File: src/rtl/ptm_pkg.sv
`timescale 1ns/1ps
package ptm_pkg;

  typedef enum logic [1:0] {
    WM_16  = 2'd0,
    WM_8   = 2'd1,
    WM_32  = 2'd2,
    WM_RSV = 2'd3
  } width_mode_e;

  typedef enum logic [1:0] {
    SY_EDGE   = 2'd0,
    SY_TICK   = 2'd1,
    SY_RESYNC = 2'd2,
    SY_RSV    = 2'd3
  } sync_e;

  typedef enum logic [1:0] {
    CM_NONE   = 2'd0,
    CM_RETRIG = 2'd1,
    CM_STOP   = 2'd2,
    CM_RSV    = 2'd3
  } cmd_e;

  // Configuration word, msb first: oneshot[8] down[7] sync[6:5] presc[4:2] width[1:0]
  typedef struct packed {
    logic        oneshot;
    logic        down;
    sync_e       sync;
    logic [2:0]  presc;
    width_mode_e width;
  } cfg_t;

  localparam int CFG_BITS = $bits(cfg_t);

  localparam int A_CFG    = 0;
  localparam int A_CMD    = 1;
  localparam int A_COUNT  = 2;
  localparam int A_PERIOD = 3;

  // Divider exponent per prescaler code (no /32, no /128)
  function automatic int unsigned presc_shift(input logic [2:0] code);
    case (code)
      3'd5:    return 6;
      3'd6:    return 8;
      3'd7:    return 10;
      default: return int'(code);
    endcase
  endfunction

endpackage

File: src/rtl/ptm_prescaler.sv
`timescale 1ns/1ps
module ptm_prescaler
  import ptm_pkg::*;
#(
  parameter int PS_W = 10
) (
  input  logic       clk,
  input  logic       rst,
  input  logic       soft_rst,
  input  logic       run,
  input  logic       clr,
  input  logic [2:0] code,
  output logic       tick
);

  logic [PS_W-1:0] ps_cnt;
  logic [PS_W-1:0] lim;

  always_comb begin
    lim  = PS_W'((32'd1 << presc_shift(code)) - 32'd1);
    tick = run && (ps_cnt >= lim);
  end

  always_ff @(posedge clk) begin
    if (rst || soft_rst) begin
      ps_cnt <= '0;
    end else if (clr) begin
      ps_cnt <= '0;
    end else if (run) begin
      if (tick) ps_cnt <= '0;
      else      ps_cnt <= ps_cnt + 1'b1;
    end
  end

endmodule

File: src/rtl/ptm_regs.sv
`timescale 1ns/1ps
module ptm_regs
  import ptm_pkg::*;
#(
  parameter int CNT_W  = 32,
  parameter int PER_W  = 8,
  parameter int ADDR_W = 2
) (
  input  logic              clk,
  input  logic              rst,
  input  logic              soft_rst,
  input  logic              wr_en,
  input  logic [ADDR_W-1:0] wr_addr,
  input  logic [CNT_W-1:0]  wr_data,
  output cfg_t              cfg,
  output logic [PER_W-1:0]  period,
  output logic              cnt_wr,
  output logic [CNT_W-1:0]  cnt_wdata,
  output logic              cmd_retrig,
  output logic              cmd_stop
);

  logic sel;
  cmd_e cmd;

  always_ff @(posedge clk) begin
    if (rst || soft_rst) begin
      cfg    <= '0;
      period <= '0;
    end else if (wr_en) begin
      if (wr_addr == ADDR_W'(A_CFG))    cfg    <= cfg_t'(wr_data[CFG_BITS-1:0]);
      if (wr_addr == ADDR_W'(A_PERIOD)) period <= wr_data[PER_W-1:0];
    end
  end

  always_comb begin
    sel        = wr_en && !soft_rst;
    cmd        = cmd_e'(wr_data[1:0]);
    cnt_wr     = sel && (wr_addr == ADDR_W'(A_COUNT));
    cnt_wdata  = wr_data;
    cmd_retrig = sel && (wr_addr == ADDR_W'(A_CMD)) && (cmd == CM_RETRIG);
    cmd_stop   = sel && (wr_addr == ADDR_W'(A_CMD)) && (cmd == CM_STOP);
  end

endmodule

File: src/rtl/ptm_counter.sv
`timescale 1ns/1ps
module ptm_counter
  import ptm_pkg::*;
#(
  parameter int CNT_W = 32,
  parameter int PER_W = 8
) (
  input  logic             clk,
  input  logic             rst,
  input  logic             soft_rst,
  input  width_mode_e      width,
  input  logic             down,
  input  logic             oneshot,
  input  sync_e            sync,
  input  logic [PER_W-1:0] period,
  input  logic             tick,
  input  logic             cnt_wr,
  input  logic [CNT_W-1:0] cnt_wdata,
  input  logic             retrig,
  input  logic             stop,
  output logic [CNT_W-1:0] count,
  output logic             stopped,
  output logic             ovf,
  output logic             pend
);

  localparam logic [CNT_W-1:0] MASK8  = {{(CNT_W-8){1'b0}},  {8{1'b1}}};
  localparam logic [CNT_W-1:0] MASK16 = {{(CNT_W-16){1'b0}}, {16{1'b1}}};
  localparam logic [CNT_W-1:0] MASK32 = {CNT_W{1'b1}};

  logic [CNT_W-1:0] mask;
  logic [CNT_W-1:0] top;
  logic [CNT_W-1:0] load;
  logic             retrig_now;

  always_comb begin
    case (width)
      WM_8:    begin mask = MASK8;  top = {{(CNT_W-PER_W){1'b0}}, period}; end
      WM_32:   begin mask = MASK32; top = MASK32; end
      default: begin mask = MASK16; top = MASK16; end
    endcase
    load       = down ? top : '0;
    retrig_now = retrig && (sync != SY_TICK);
  end

  always_ff @(posedge clk) begin
    if (rst || soft_rst) begin
      count   <= '0;
      stopped <= 1'b0;
      ovf     <= 1'b0;
      pend    <= 1'b0;
    end else begin
      ovf <= 1'b0;
      if (cnt_wr) begin
        count <= cnt_wdata & mask;
      end else if (retrig_now) begin
        count   <= load;
        stopped <= 1'b0;
        pend    <= 1'b0;
      end else if (retrig) begin
        pend <= 1'b1;
      end else if (stop) begin
        stopped <= 1'b1;
        pend    <= 1'b0;
      end else if (tick) begin
        if (pend) begin
          count   <= load;
          stopped <= 1'b0;
          pend    <= 1'b0;
        end else if (!stopped) begin
          if (!down) begin
            if (count >= top) begin
              count   <= '0;
              ovf     <= 1'b1;
              stopped <= oneshot;
            end else begin
              count <= count + 1'b1;
            end
          end else begin
            if (count == '0) begin
              count   <= top;
              ovf     <= 1'b1;
              stopped <= oneshot;
            end else begin
              count <= count - 1'b1;
            end
          end
        end
      end
    end
  end

endmodule

File: src/rtl/prescaled_timer.sv
`timescale 1ns/1ps
module prescaled_timer
  import ptm_pkg::*;
#(
  parameter int CNT_W  = 32,
  parameter int PER_W  = 8,
  parameter int PS_W   = 10,
  parameter int ADDR_W = 2
) (
  input  logic              clk,
  input  logic              rst,
  input  logic              soft_rst,
  input  logic              enable,
  input  logic              wr_en,
  input  logic [ADDR_W-1:0] wr_addr,
  input  logic [CNT_W-1:0]  wr_data,
  output logic [CNT_W-1:0]  count_o,
  output logic              stopped_o,
  output logic              ovf_o
);

  cfg_t             cfg;
  logic [PER_W-1:0] period;
  logic             cnt_wr;
  logic [CNT_W-1:0] cnt_wdata;
  logic             cmd_retrig;
  logic             cmd_stop;
  logic             tick;
  logic             pend;
  logic             ps_clr;

  assign ps_clr = cmd_retrig && (cfg.sync == SY_RESYNC);

  ptm_regs #(.CNT_W(CNT_W), .PER_W(PER_W), .ADDR_W(ADDR_W)) u_regs (
    .clk(clk), .rst(rst), .soft_rst(soft_rst),
    .wr_en(wr_en), .wr_addr(wr_addr), .wr_data(wr_data),
    .cfg(cfg), .period(period), .cnt_wr(cnt_wr), .cnt_wdata(cnt_wdata),
    .cmd_retrig(cmd_retrig), .cmd_stop(cmd_stop)
  );

  ptm_prescaler #(.PS_W(PS_W)) u_presc (
    .clk(clk), .rst(rst), .soft_rst(soft_rst),
    .run(enable), .clr(ps_clr), .code(cfg.presc), .tick(tick)
  );

  ptm_counter #(.CNT_W(CNT_W), .PER_W(PER_W)) u_cnt (
    .clk(clk), .rst(rst), .soft_rst(soft_rst),
    .width(cfg.width), .down(cfg.down), .oneshot(cfg.oneshot), .sync(cfg.sync),
    .period(period), .tick(tick),
    .cnt_wr(cnt_wr), .cnt_wdata(cnt_wdata),
    .retrig(cmd_retrig), .stop(cmd_stop),
    .count(count_o), .stopped(stopped_o), .ovf(ovf_o), .pend(pend)
  );

endmodule

File: config.mk
export PLATFORM = sky130hd
export DESIGN_NAME = prescaled_timer
export DESIGN_NICKNAME = d
export VERILOG_FILES = /design/src/rtl/ptm_pkg.sv /design/src/rtl/ptm_prescaler.sv /design/src/rtl/ptm_regs.sv /design/src/rtl/ptm_counter.sv /design/src/rtl/prescaled_timer.sv
export SDC_FILE = /design/constraint.sdc
export NUM_CORES = 1
export LEC_CHECK = 0
export BUFFER_PORTS_ARGS = -buffer_cell sky130_fd_sc_hd__buf_2
export CORE_UTILIZATION = 50
export DETAILED_ROUTE_END_ITERATION = 10
export PLACE_DENSITY = 0.73
export SLEW_MARGIN = 20
export SYNTH_ARGS = -nofsm -noshare
export SYNTH_HDL_FRONTEND = slang
export SYNTH_SLANG_ARGS = --single-unit
File: constraint.sdc
create_clock -name clk -period 8.3 [get_ports clk]
set_clock_uncertainty 0.1 [all_clocks]
set_input_delay 1.66 -clock clk [delete_from_list [all_inputs] [get_ports clk]]
set_output_delay 1.66 -clock clk [all_outputs]
set_load 0.01 [all_outputs]
==> run summary <==
The minimum period implied by the final worst setup slack is 4140 ps. The worst stage delay on the critical path was 710 ps; the switching power was 315 uW. Setup repair after global routing left no endpoint under its margin.

Count of nets after finishing: 944. The most used flip-flop cell after synthesis is dfxtp_1. After routing, the total negative slack on setup checks comes to 0 ps. Timing would allow up to 0.242 GHz. The remaining max-slew budget at the tightest pin is 0.278. The commonest non-fill, non-tap cell in the layout is nor2_1.

Counting cells, the worst reg-to-reg path comes to 13. The run gives 7 as the number of optimization iterations in the first detailed-route pass. STA puts the critical path data required time at 8380 ps. In this run the most critical hold path is launched from u_regs.period[3]$_SDFFE_PP0P_. After floorplanning, the core was sized to cover 12000 sq um.

The clock network power share came out at 0.413. VDD sags by at most 111 uV. For the filler cell count, the log shows 1195.

Data on the critical path arrives at its endpoint at 4220 ps. The number of setup violations in the final report came out at 0. The run gives 0 as the number of antenna violations at the first check in global routing. The run gives 6490 sq um as the total placed instance area.

The combinational power share was 0.246. Number of max-slew violations in the final report: 0. The maximum level of the CTS H-tree came out at 3. The power density normalized to cell area was 138 nW/um^2. The area growth from synthesis to layout is 11.0%.

The number of hold buffers added after CTS was 0. During synthesis, Yosys emitted a total of 0 warnings. The row count was 40; the share of flip-flops with an asynchronous set or reset was 0. Detailed placement ended at an HPWL of 14.0 mm. The critical path in this run is classified as register to register.

The root buffer cell is clkbuf_16. For the sequential element share of the synthesized area, the log shows 0.203. The hold path depth works out to 2.

At the pin with the least slew margin, the transition time is 1080 ps. For the remaining antenna violation count, the log shows 0. The tools report the static leakage power as 2.74 nW.

The class of the most critical hold timing path was register to register. The clock-pin slew of the registers on the worst-case setup and hold paths came out at 60 ps. In this run the deepest clock path goes through 2 buffers.

The flow ran to the end, and the final reports show no timing, DRC or antenna violations. TritonCTS built the clock tree. The dominant delay contributor by cell family on the critical path is buffers and inverters. The overall routed net length was 20.0 mm; the total internal power was 621 uW. Synthesis instantiated 75 different standard cells from the library. Synthesis produced a netlist whose cell count is 826. The synthesized design contains 62 register bits. Dividing the detail-routed wire length by the instance count gives 19.9 microns. The slowest stage cell on the critical path was inv_1.

The switching share of power works out to 0.337. In this run the horizontal extent of the chip is 113 microns. The tools report the sum of internal, switching and leakage power as 936 uW.

In this run the register-to-register setup slack is 4160 ps. The synthesized design contains 0 enable-type register cells. After synthesis the cells add up to 6110 sq um. The layout cell share with drive strength beyond 1 is 0.144, and the height of the chip is 113 microns.

The tools report the element type at the critical path end as a register. The logs give 0.318 for the global-route total usage across every layer and 0 for the post-cts sizing count. The signal on the critical path passes through inv_1 > ha_1 > inv_1 > ha_1 > nand4_1 > nor4_1 > o21ai_0 > a31oi_2 > buf_4 > nor2_1 > buf_4 > a2111oi_0 > a2111oi_0. Max-cap violation count: 0. Port buffering added 72 buffers. 73 I/O pins were placed.

The largest fanout of any net on the critical path came out at 26. Launch instance of the worst register-to-register path: u_regs.cfg[0]$_SDFFE_PP0P_. The detail-routed via count per cell is 6.68. The share of the cycle needed by the critical path after routing was 0.499; the wire length of the first global-routing pass was 31.6 mm. The hold slack is 402 ps, and the largest net degree at the start of global routing is 49. The residual overflow from global routing is 0.

The tools report the sink of the worst hold path as u_regs.period[3]$_SDFFE_PP0P_. The run gives 5989 as the via count of the first global-routing pass. The mean instance size in the synthesized netlist is 7.40 sq um, and the relative contribution of sequential cells to total power is 0.341. The critical path buffer and inverter count came out at 4. The via count is 6724, and the number of antenna diodes is 0. Number of buffers added by the clock tree synthesis step: 9. The tools report the type of element launching the critical path as a register. The die covers 12700 sq um. The top cell types in the final layout, fill and taps aside, are nor2_1 (86), nand2_1 (76), buf_2 (72).

Buffers added to address setup during post-CTS repair amount to 0. The detailed router finished its first iteration with 776 violations. The congestion estimate from routability-driven global placement came to 0.957. The number of nets handed over by synthesis was 914.

Clock latency on the worst-skew pair, taken at its later pin, is 350 ps. For the starting density of the core, the log shows 0.511. The worst register-to-register path ends at u_cnt.count[26]$_SDFFE_PP0P_.

After routing the design area is 6780 sq um. The number of sinks driven by the clock tree was 62; the number of failing hold endpoints at the final stage was 0. For this run, design rule violations remaining after detail routing come to 0.
==> cell type report <==
cell class                      count  area [sq um]  area share
Tap cell                          147           184      0.0271
Timing Repair Buffer               81           428      0.0631
Clock buffer                       11           243      0.0358
Multi-Input combinational cell    682          4560       0.673
Clock inverter                      4          47.5     0.00701
Inverter                           20          75.1      0.0111
Sequential cell                    62          1240       0.183
==> routing by layer <==
layer,wire [microns],GRT usage,share of wire
met5,0,0,0
met4,744,0.146,0.037
met3,2020,0.0691,0.10
met2,8840,0.489,0.44
met1,8390,0.423,0.42
==> through the flow <==
stage | worst slack [ps] | utilization | std cells
finish | 4160 | 0.567 | 1007
global route | 3900 | 0.567 | 1007
CTS | 4290 | 0.567 | 1007
detailed placement | 4000 | 0.542 | 992
global placement | 4050 | 0.542 | 992
floorplan | 4770 | - | 826
==> logic make-up after synthesis <==
| logic type | Yosys count | share of synthesized area |
|---|---|---|
| and+or+nand+nor | 341 | 0.300 |
| AOI/OAI and AO/OA | 237 | 0.258 |
| buffers and inverters | 82 | 0.0547 |
| DFF | 62 | 0.203 |
| adders and majority gates | 49 | 0.100 |
| xor gates and xnor gates | 36 | 0.0516 |
| muxes | 19 | 0.0319 |
==> worst max path at each step <==
stage          cells after the start                            to  slack [ps]                  startpoint
3_5_place_dp                       7  u_cnt.count[26]$_SDFFE_PP0P_        4000                  wr_addr[0]
4_1_cts                           13  u_cnt.count[26]$_SDFFE_PP0P_        4290  u_regs.cfg[0]$_SDFFE_PP0P_
6_report                          13  u_cnt.count[26]$_SDFFE_PP0P_        4160  u_regs.cfg[0]$_SDFFE_PP0P_
3_3_place_gp                       7  u_cnt.count[26]$_SDFFE_PP0P_        4050                  wr_addr[0]
5_1_grt                           13  u_cnt.count[26]$_SDFFE_PP0P_        3900  u_regs.cfg[0]$_SDFFE_PP0P_
2_1_floorplan                      8  u_cnt.count[25]$_SDFFE_PP0P_        4770                      enable
==> power groups by stage <==
stage | logic, mW | registers [mW] | clock network (mW)
2_1_floorplan | 0.159 | 0.319 | 0
3_3_place_gp | 0.222 | 0.325 | 0
3_5_place_dp | 0.223 | 0.325 | 0
4_1_cts | 0.224 | 0.319 | 0.390
5_1_grt | 0.249 | 0.320 | 0.400
6_report | 0.231 | 0.319 | 0.386
==> tightest hold or removal path, stage by stage (launching register included) <==
cell,delay [ps]
dfxtp_1,330
mux2i_1,70
nor2_1,70
==> sequential cells by signal (all words and copies together) (netlist names) <==
register,flops
u_cnt.count,32
u_presc.ps_cnt,10
u_regs.cfg,9
u_regs.period,8
u_cnt.stopped,1
u_cnt.ovf,1
u_cnt.pend,1
==> cell usage after synthesis, drive strengths merged (5+ instances only) <==
library cell / n / share of area
nor2: 87 / 0.053
nand2: 77 / 0.048
a21oi: 68 / 0.056
dfxtp: 62 / 0.20
ha: 49 / 0.10
clkbuf: 47 / 0.029
o21ai: 40 / 0.033
nand3: 33 / 0.029
nor3: 26 / 0.025
nand4: 25 / 0.026
nor4: 23 / 0.035
a211oi: 21 / 0.026
inv: 20 / 0.012
xor2: 19 / 0.027
xnor2: 17 / 0.024
buf: 15 / 0.014
mux2i: 15 / 0.025
and3: 14 / 0.014
o211ai: 14 / 0.017
a31oi: 12 / 0.012
o311ai: 11 / 0.016
o31ai: 11 / 0.014
and4: 8 / 0.011
nand2b: 7 / 0.0072
a221oi: 6 / 0.0086
or3: 6 / 0.0061
a311oi: 5 / 0.0072
o32ai: 5 / 0.0072
or2: 5 / 0.0051
or4: 5 / 0.0061
No activity file was read; power rests on OpenSTA's default activity.
